[src/rtl/lm_pkg.sv]
package lm_pkg;

  // quarter-wave shape: parabola peaking at depth, scaled to 2**cw-1
  function automatic logic [31:0] lut_val(int i, int depth, int cw);
    longint v;
    v = longint'(i) * longint'(2 * depth - i);
    v = (v * ((longint'(1) << cw) - 1)) / (longint'(depth) * longint'(depth));
    return 32'(v);
  endfunction

endpackage

[src/rtl/lm_rom.sv]
module lm_rom #(
  parameter int IDX_W = 9,
  parameter int CW    = 12,
  parameter int SW    = 4
) (
  input  logic [IDX_W-1:0] idx_i,
  output logic [CW-1:0]    coef_o
);
  localparam int DEPTH = 1 << IDX_W;
  localparam int NSL   = CW / SW;

  function automatic logic [DEPTH*SW-1:0] fill(int s);
    logic [DEPTH*SW-1:0] r;
    logic [31:0] t;
    r = '0;
    for (int i = 0; i < DEPTH; i++) begin
      t = lm_pkg::lut_val(i, DEPTH, CW);
      r[i*SW +: SW] = t[s*SW +: SW];
    end
    return r;
  endfunction

  logic [31:0] base;
  assign base = 32'(idx_i) * SW;

  for (genvar s = 0; s < NSL; s++) begin : gen_slice
    localparam logic [DEPTH*SW-1:0] TBL = fill(s);
    assign coef_o[s*SW +: SW] = TBL[base +: SW];
  end

endmodule

[src/rtl/lm_cell.sv]
// 4b x 2b product plus 4b partial sum plus 2b carry; max 63
module lm_cell (
  input  logic [3:0] a_i,
  input  logic [1:0] b_i,
  input  logic [3:0] s_i,
  input  logic [1:0] c_i,
  output logic [3:0] s_o,
  output logic [1:0] c_o
);
  logic [5:0] acc;
  assign acc = ({2'b00, a_i} * {4'b0000, b_i}) + {2'b00, s_i} + {4'b0000, c_i};
  assign {c_o, s_o} = acc;
endmodule

[src/rtl/lm_row.sv]
// one long-hand row: p_o = p_i + (a_i * b_i) << SH
module lm_row #(
  parameter int AW = 12,
  parameter int PW = 18,
  parameter int SH = 0
) (
  input  logic [AW-1:0] a_i,
  input  logic [1:0]    b_i,
  input  logic [PW-1:0] p_i,
  output logic [PW-1:0] p_o
);
  localparam int NC  = AW / 4;
  localparam int TOP = SH + AW + 2;

  for (genvar j = 0; j < NC; j++) begin : gen_cell
    logic [1:0] cin, cout;
    logic [3:0] sum;
    if (j == 0) begin : g_first
      assign cin = 2'b00;
    end else begin : g_next
      assign cin = gen_cell[j-1].cout;
    end
    lm_cell u_cell (
      .a_i(a_i[4*j +: 4]),
      .b_i(b_i),
      .s_i(p_i[SH+4*j +: 4]),
      .c_i(cin),
      .s_o(sum),
      .c_o(cout)
    );
    assign p_o[SH+4*j +: 4] = sum;
  end

  assign p_o[TOP-1 -: 2] = gen_cell[NC-1].cout;

  if (SH > 0) begin : g_low
    assign p_o[SH-1:0] = p_i[SH-1:0];
  end
  if (TOP < PW) begin : g_high
    assign p_o[PW-1:TOP] = '0;
  end

  // incoming partial sum never reaches past this row's window
  always_comb begin
    a_r2_row_headroom: assert ((p_i >> (SH + AW)) == '0)
      else $error("row partial sum overflow");
  end

endmodule

[src/rtl/lm_half.sv]
module lm_half #(
  parameter int AW = 12,
  parameter int BW = 6
) (
  input  logic [AW-1:0]    a_i,
  input  logic [BW-1:0]    b_i,
  output logic [AW+BW-1:0] p_o
);
  localparam int PW = AW + BW;
  localparam int NR = BW / 2;

  for (genvar r = 0; r < NR; r++) begin : gen_row
    logic [PW-1:0] pin, pout;
    if (r == 0) begin : g_first
      assign pin = '0;
    end else begin : g_next
      assign pin = gen_row[r-1].pout;
    end
    lm_row #(.AW(AW), .PW(PW), .SH(2*r)) u_row (
      .a_i(a_i),
      .b_i(b_i[2*r +: 2]),
      .p_i(pin),
      .p_o(pout)
    );
  end

  assign p_o = gen_row[NR-1].pout;

endmodule

[src/rtl/lut_mult.sv]
module lut_mult #(
  parameter int IDX_W = 9,
  parameter int CW    = 12,
  parameter int OW    = 12
) (
  input  logic             clk_i,
  input  logic             rst_ni,
  input  logic             vld_i,
  input  logic [IDX_W-1:0] idx_i,
  input  logic [OW-1:0]    op_i,
  input  logic             inv_i,
  output logic [CW+OW-1:0] res_o,
  output logic             vld_o
);
  localparam int HW  = OW / 2;
  localparam int HPW = CW + HW;
  localparam int RW  = CW + OW;

  // stage 1: table read
  logic [CW-1:0] coef, coef_q;
  logic [OW-1:0] op_q;
  logic          inv1_q, vld1_q;

  lm_rom #(.IDX_W(IDX_W), .CW(CW), .SW(4)) u_rom (
    .idx_i (idx_i),
    .coef_o(coef)
  );

  always_ff @(posedge clk_i or negedge rst_ni) begin
    if (!rst_ni) begin
      vld1_q <= 1'b0;
      coef_q <= '0;
      op_q   <= '0;
      inv1_q <= 1'b0;
    end else begin
      vld1_q <= vld_i;
      if (vld_i) begin
        coef_q <= coef;
        op_q   <= op_i;
        inv1_q <= inv_i;
      end
    end
  end

  // stage 2: two half arrays
  logic [HPW-1:0] plo, phi, plo_q, phi_q;
  logic           inv2_q, vld2_q;

  lm_half #(.AW(CW), .BW(HW)) u_half_lo (
    .a_i(coef_q),
    .b_i(op_q[HW-1:0]),
    .p_o(plo)
  );
  lm_half #(.AW(CW), .BW(HW)) u_half_hi (
    .a_i(coef_q),
    .b_i(op_q[OW-1:HW]),
    .p_o(phi)
  );

  always_ff @(posedge clk_i or negedge rst_ni) begin
    if (!rst_ni) begin
      vld2_q <= 1'b0;
      plo_q  <= '0;
      phi_q  <= '0;
      inv2_q <= 1'b0;
    end else begin
      vld2_q <= vld1_q;
      if (vld1_q) begin
        plo_q  <= plo;
        phi_q  <= phi;
        inv2_q <= inv1_q;
      end
    end
  end

  // stage 3: adder row and invert row
  logic [RW-1:0] sum;
  assign sum = RW'(plo_q) + (RW'(phi_q) << HW);

  always_ff @(posedge clk_i or negedge rst_ni) begin
    if (!rst_ni) begin
      vld_o <= 1'b0;
      res_o <= '0;
    end else begin
      vld_o <= vld2_q;
      if (vld2_q) res_o <= sum ^ {RW{inv2_q}};
    end
  end

  // edges since reset, for windowed checks
  logic [1:0] age_q;
  always_ff @(posedge clk_i or negedge rst_ni) begin
    if (!rst_ni)            age_q <= 2'd0;
    else if (age_q != 2'd3) age_q <= age_q + 2'd1;
  end

  a_r2_half_lo: assert property (@(posedge clk_i) disable iff (!rst_ni)
    vld1_q |-> plo == HPW'(coef_q) * HPW'(op_q[HW-1:0]));

  a_r2_half_hi: assert property (@(posedge clk_i) disable iff (!rst_ni)
    vld1_q |-> phi == HPW'(coef_q) * HPW'(op_q[OW-1:HW]));

  a_r4_valid_latency: assert property (@(posedge clk_i) disable iff (!rst_ni)
    age_q == 2'd3 |-> vld_o == $past(vld_i, 3));

  a_r3_zero_operand: assert property (@(posedge clk_i) disable iff (!rst_ni)
    (age_q == 2'd3 && $past(vld_i, 3) && $past(op_i, 3) == '0)
      |-> res_o == {RW{$past(inv_i, 3)}});

  a_r7_index_zero: assert property (@(posedge clk_i) disable iff (!rst_ni)
    (age_q == 2'd3 && $past(vld_i, 3) && $past(idx_i, 3) == '0)
      |-> res_o == {RW{$past(inv_i, 3)}});

  a_r6_reset_clear: assert property (@(posedge clk_i)
    !rst_ni |-> (!vld_o && res_o == '0));

endmodule

[config.mk]
export PLATFORM = sky130hd
export DESIGN_NAME = lut_mult
export DESIGN_NICKNAME = d
export VERILOG_FILES = /design/src/rtl/lm_pkg.sv /design/src/rtl/lm_rom.sv /design/src/rtl/lm_cell.sv /design/src/rtl/lm_row.sv /design/src/rtl/lm_half.sv /design/src/rtl/lut_mult.sv
export SDC_FILE = /design/constraint.sdc
export NUM_CORES = 1
export LEC_CHECK = 0
export ABC_AREA = 0
export BUFFER_PORTS_ARGS = -buffer_cell sky130_fd_sc_hd__clkbuf_2
export CAP_MARGIN = 20
export CORE_ASPECT_RATIO = 2
export CORE_UTILIZATION = 70
export CTS_BUF_LIST = sky130_fd_sc_hd__clkbuf_2 sky130_fd_sc_hd__clkbuf_4 sky130_fd_sc_hd__clkbuf_8
export DETAILED_ROUTE_END_ITERATION = 12
export PLACE_DENSITY_LB_ADDON = 0.15
export SETUP_SLACK_MARGIN = 0.2
export SLEW_MARGIN = 20
export SYNTH_ARGS = -nofsm -noshare
export SYNTH_HDL_FRONTEND = slang
export SYNTH_SLANG_ARGS = --single-unit
[constraint.sdc]
create_clock -name clk_i -period 23.7 [get_ports clk_i]
set_input_delay 1.185 -clock clk_i [delete_from_list [all_inputs] [get_ports clk_i]]
set_output_delay 1.185 -clock clk_i [all_outputs]
set_load 0.02 [all_outputs]
==> results.md, run 1 <==
- The run stopped with a tool error.
- The flow stopped in global routing (5_1_grt).
- The first error in the log reads "[ERROR GRT-0116] Global routing finished with congestion. Check the congestion regions in the DRC Viewer".
- Synthesis produced 1708 cells.
- The number of nets in the synthesized netlist is 1953.
- The total track usage is 69.3%.
- The number of enable flip-flop cells after synthesis is 0.
- The placed wire-length estimate after detailed placement is 41.4 mm.
- Entering global routing, the biggest net connects 77 pins.
- Ranked by total cell area, the synthesized netlist is headed by sky130_fd_sc_hd__dfrtp_1 (16%), sky130_fd_sc_hd__ha_1 (14%), sky130_fd_sc_hd__fa_1 (9.5%).
- The count of warnings emitted by yosys is 0.
- At the end of routability-driven placement, the weighted congestion stood at 1.12.
- The share of synthesized flip-flops with an asynchronous set or reset is 100%.
- After clock tree synthesis, the flow added hold-fix buffers numbering 0.
- After floorplanning, the core was divided into 73 placement rows.
- The top cell type by area accounts for 15.8% of the synthesized area.
- The number of CTS-inserted buffers is 9.
- After synthesis, the most frequently instantiated cells are sky130_fd_sc_hd__ha_1 (153), sky130_fd_sc_hd__a21oi_1 (145), sky130_fd_sc_hd__nand2_1 (137).
- The first global-routing pass estimated 106 mm of wire.
- The largest buffer count on any clock path is 2.
- The predominant post-synthesis flop cell is sky130_fd_sc_hd__dfrtp_1.
- The register bit count reported by yosys is 89.
- The share of the Yosys chip area taken by registers is 15.8%.
- From left edge to right edge, the die measures 102 um.
- The count of input and output buffers is 49.
- The number of gates given a new drive strength after cts is 0.
- The initial core utilization is 71.0%.
- The post-synthesis area per instance is 8.24 um2.
- The H-tree depth is 3.
- For this run the aggregate overflow at the end of global routing stands at 78.
- The number of top-level design ports is 50.
- The most common cell in the synthesized netlist is sky130_fd_sc_hd__ha_1.
- The clock root buffer master is sky130_fd_sc_hd__clkbuf_8.
- Of all cell types, the one taking the most synthesized area is sky130_fd_sc_hd__dfrtp_1.
- The number of setup buffers added after CTS is 0.
- The number of distinct library cell variants in the gate-level netlist after synthesis is 91.
- The via count of the first global-routing pass is 16155.
- The die is 202 um tall.
- CTS saw 89 sinks.
- The post-synthesis instance area is 14100 um2.
-- cells by family after synthesis --
kind of cell | count (synthesis) | synth area share [%]
multiplexers | 63 | 5.21
flip-flops | 89 | 15.8
buffers and inverters | 246 | 8.13
AND/OR/NAND/NOR | 494 | 17.8
XOR/XNOR | 82 | 5.11
AO/OA/AOI/OAI | 514 | 24.8
adder cells (fa/ha/maj) | 220 | 23.1
-- routing by layer --
metal	GRT overflow	global-route usage (%)
met2	49	90.1
met5	0	5.64
met1	0	73.0
met3	0	40.7
met4	29	71.9
-- stage by stage --
stage                     hold WS (ps)  area (um2)  setup slack [ps]  std cells
after floorplan                    352       14100             13040       1708
after global placement             465       14100             12710       1896
after detailed placement           485       14100             12110       1896
after CTS                          507       14300             11910       1912
==> run 2, diff against run 1 <==
- CORE_ASPECT_RATIO: 2 -> default
- CORE_UTILIZATION: 70 -> 40
- CTS_BUF_LIST: sky130_fd_sc_hd__clkbuf_2 sky130_fd_sc_hd__clkbuf_4 sky130_fd_sc_hd__clkbuf_8 -> default
- SETUP_SLACK_MARGIN: 0.2 -> default
==> run 2 against run 1 <==
  * The flow now finishes without violations
  * Synthesized cell count is the same
  * Area after synthesis is the same
==> results.md, run 2 <==
- The headroom to the max-slew limit is 37.2%.
- The predominant post-synthesis flop cell is sky130_fd_sc_hd__dfrtp_1 (unchanged).
- The maximum number of pins on one net before global-route repair is 89.
- The count of input and output buffers was 49 (unchanged).
- The filler cell count is 3584.
- The width of the die is 190 um (was 102 um).
- The number of stages on the worst hold path is 2.
- The pre-CTS setup slack was 12540 ps (was 12110 ps).
- Area contributors post-synth: sky130_fd_sc_hd__dfrtp_1 (16%), sky130_fd_sc_hd__ha_1 (14%), sky130_fd_sc_hd__fa_1 (9.5%) (unchanged).
- The final max-slew violation count was 0.
- The total setup buffers inserted after CTS is 0 (unchanged).
- Relative to the synthesized area, the layout overhead comes to 3.66%.
- The share of synthesized flip-flops with an asynchronous set or reset was 100% (unchanged).
- The row count came to 68 (was 73).
- The aggregate routed wire length is 47.1 mm.
- The arrival time at the worst endpoint is 11370 ps.
- The number of enable flip-flop cells after synthesis is 0 (unchanged).
- In the final routed layout, each cell accounts on average for 22.5 um.
- Most frequent cells after synthesis: sky130_fd_sc_hd__ha_1 (153), sky130_fd_sc_hd__a21oi_1 (145), sky130_fd_sc_hd__nand2_1 (137) (unchanged).
- The placed standard-cell area is 14300 um2 (was 14100 um2).
- The register with the most flip-flops in the final layout is res_o.
- The cell type contributing the most total cell area after synthesis is sky130_fd_sc_hd__dfrtp_1 (unchanged).
- The floorplan step defined a die boundary enclosing 35900 um2.
- The initial antenna violation count is 1.
- The post-synthesis instance area came to 14100 um2 (unchanged).
- The routed layout has 13017 vias.
- The number of buffers added to fix hold violations after cts came to 0 (unchanged).
- The via count of the first global-routing pass is 12586.
- The average via count per standard cell is 6.20.
- The net count of the mapped netlist came to 1953 (unchanged).
- In this run the power density over the cells is 115 nW/um2.
- The TritonCTS clock tree is yes.
- Of the cells placed in the final design, the portion with a size suffix greater than 1 is 10.3%.
- The data required time of the critical path is 23950 ps.
- The clock arrives with 19.5 ps of skew.
- The count of TritonRoute iterations in the first routing pass is 5.
- Dividing the final minimum period by the clock period gives 46.9%.
- After clock tree synthesis, the clock-pin slew on the worst setup and hold paths is 80 ps.
- The cell family contributing the most delay on the critical path is adder cells.
- The slowest stage cell on the critical path is sky130_fd_sc_hd__fa_1.
- The net count of the finished layout is 1883.
- The post-synthesis area per instance is 8.24 um2 (unchanged).
- The largest registers in the layout are res_o x24, phi_q x18, plo_q x18.
- The aggregate negative setup slack is 0 ps.
- The number of CTS-inserted buffers is 9 (unchanged).
- The total power consumption of the routed design is 1680 uW.
- The sequential element share of the synthesized area is 15.8% (unchanged).
- Setup violations remaining at the end of the flow were counted as 0.
- STA classifies the critical path startpoint as a register.
- The maximum clock frequency is 89.9 MHz.
- The most common library cell in the layout ignoring fill and taps is sky130_fd_sc_hd__ha_1.
- In this design, the stage delay of the slowest critical-path cell is 550 ps.
- The number of distinct library cell variants in the gate-level netlist after synthesis is 91 (unchanged).
- The largest vdd supply drop is 0.000103 V.
- The number of top-level design ports is 50 (unchanged).
- The pin slew with the least headroom to its limit is 942 ps.
- The number of gates given a new drive strength after cts is 0 (unchanged).
- Once detail routing completed, the nets flagged for antenna violations numbered 0.
- Global routing used 26.4% of the available tracks.
- The standby leakage power is 0.00666 uW.
- The later pin in the worst-skew pair is clocked with a latency of 370 ps.
- The critical path crosses 40 cells after its start point.
- The worst setup path is of the register to register kind.
- The violation count after the first detailed-routing iteration is 1463.
- The first global-routing pass estimated 73.5 mm of wire.
- The register bit count reported by yosys is 89 (unchanged).
- The register with the most flip-flops in the layout has 24 of them.
- The placed wire-length estimate after detailed placement came to 33.8 mm (was 41.4 mm).
- Result of the run: finished clean (was aborted with a tool error).
- The placeable core region is 34500 um2.
- Setup repair after global routing left no endpoint under its margin.
- The H-tree depth was 3 (unchanged).
- The height of the chip was 190 um (was 202 um).
- The final critical delay including setup and external delays is 11120 ps.
- The worst reg-to-reg path cell count is 40.
- The number of buffers and inverters on the critical path is 5.
- The weighted congestion at the end of routability-driven global placement is 0.984 (was 1.12).
- The largest buffer count on any clock path is 2 (unchanged).
- The sequential cells in the finished layout cover a total of 2230 um2.
- STA classifies the critical path endpoint as a register.
- Across the run, the number of max-cap violations was 0.
- The maximum fanout along the worst path is 13.
- Counting stages on the worst path, the most repeated cell is sky130_fd_sc_hd__fa_1.
- The final routed DRC violation total is 0.
- After global routing the overflow that remains totals 0.
- The finished cells cover 14600 um2.
- The top cell types in the final layout, fill and taps aside, are sky130_fd_sc_hd__ha_1 (153), sky130_fd_sc_hd__a21oi_1 (145), sky130_fd_sc_hd__nand2_1 (137).
- The initial core utilization came to 40.7% (was 71.0%).
- The clock root buffer master is sky130_fd_sc_hd__clkbuf_16 (was sky130_fd_sc_hd__clkbuf_8).
- The class of the worst hold path is register to register.
- The count of warnings emitted by yosys is 0 (unchanged).
- The count of endpoints failing hold in the final timing report is 0.
- The clock sink count came to 89 (unchanged).
- Setup slack on the critical path of the routed design comes to 12580 ps.
- The gate count of the mapped netlist is 1708 (unchanged).
- The most repeated cell in the gate-level netlist after synthesis is sky130_fd_sc_hd__ha_1 (unchanged).
- In the final layout, the multi-input gates occupy 10700 um2.
- The area share of the largest cell type after synthesis is 15.8% (unchanged).
-- run 2: cell counts after synthesis --
No cell type changed its count.
-- run 2: cell families after synthesis --
kind of cell               Yosys count  synth area share, %
AOI/OAI and AO/OA                  514                 24.8
and+or+nand+nor                    494                 17.8
buffers and inverters              246                 8.13
adders and majority gates          220                 23.1
DFF                                 89                 15.8
xor gates and xnor gates            82                 5.11
muxes                               63                 5.21
-- run 2: final cells by class --
cell class | count | area share [%]
multi-input combinational | 1373 | 73.4
sequential | 89 | 15.3
tap | 455 | 3.90
timing repair buffer | 71 | 2.88
inverter | 94 | 2.42
clock buffer | 10 | 1.64
clock inverter | 6 | 0.506
antenna | 1 | 0.0172
-- run 2: per-layer routing --
layer / routed length [um] / vias to the layer above / global-route usage [%]
met5: 0 / - / 0
met4: 2380 / 0 / 13.4
met3: 2910 / 151 / 2.80
met2: 22200 / 620 / 44.1
met1: 19600 / 6276 / 33.7
li1: - / 5970 / -
-- run 2: final timing paths --
kind	startpoint	end	slack [ps]
worst max-delay path	coef_q[0]	plo_q[17]	12580
worst min-delay path	res_o[22]	res_o[22]	490
worst max register to register	coef_q[0]	plo_q[17]	12580
worst min register to register	res_o[22]	res_o[22]	490
max in group asynchronous	rst_ni	phi_q[7]	21790
min in group asynchronous	rst_ni	op_q[3]	690
-- run 2: per-stage QoR --
step	hold WS (ps)	utilization, %	instances
CTS	502	42.2	2098
global route	521	42.2	2098
global placement	476	41.3	2082
detailed placement	488	41.3	2082
floorplan	352	-	1708
finish	490	42.2	2099
-- run 2: tightest hold or removal path, stage by stage (launching register included) --
cell,delay [ps]
sky130_fd_sc_hd__dfrtp_1,350
sky130_fd_sc_hd__nand2_1,50
sky130_fd_sc_hd__o31ai_1,60
-- run 2: where the power goes --
| group | internal (uW) | switching [uW] |
|---|---|---|
| Clock | 85.9 | 67.4 |
| Combinational | 590 | 662 |
| Sequential | 216 | 58.6 |
| Total | 892 | 788 |
Note: power is estimated with default switching activity, not from simulation.
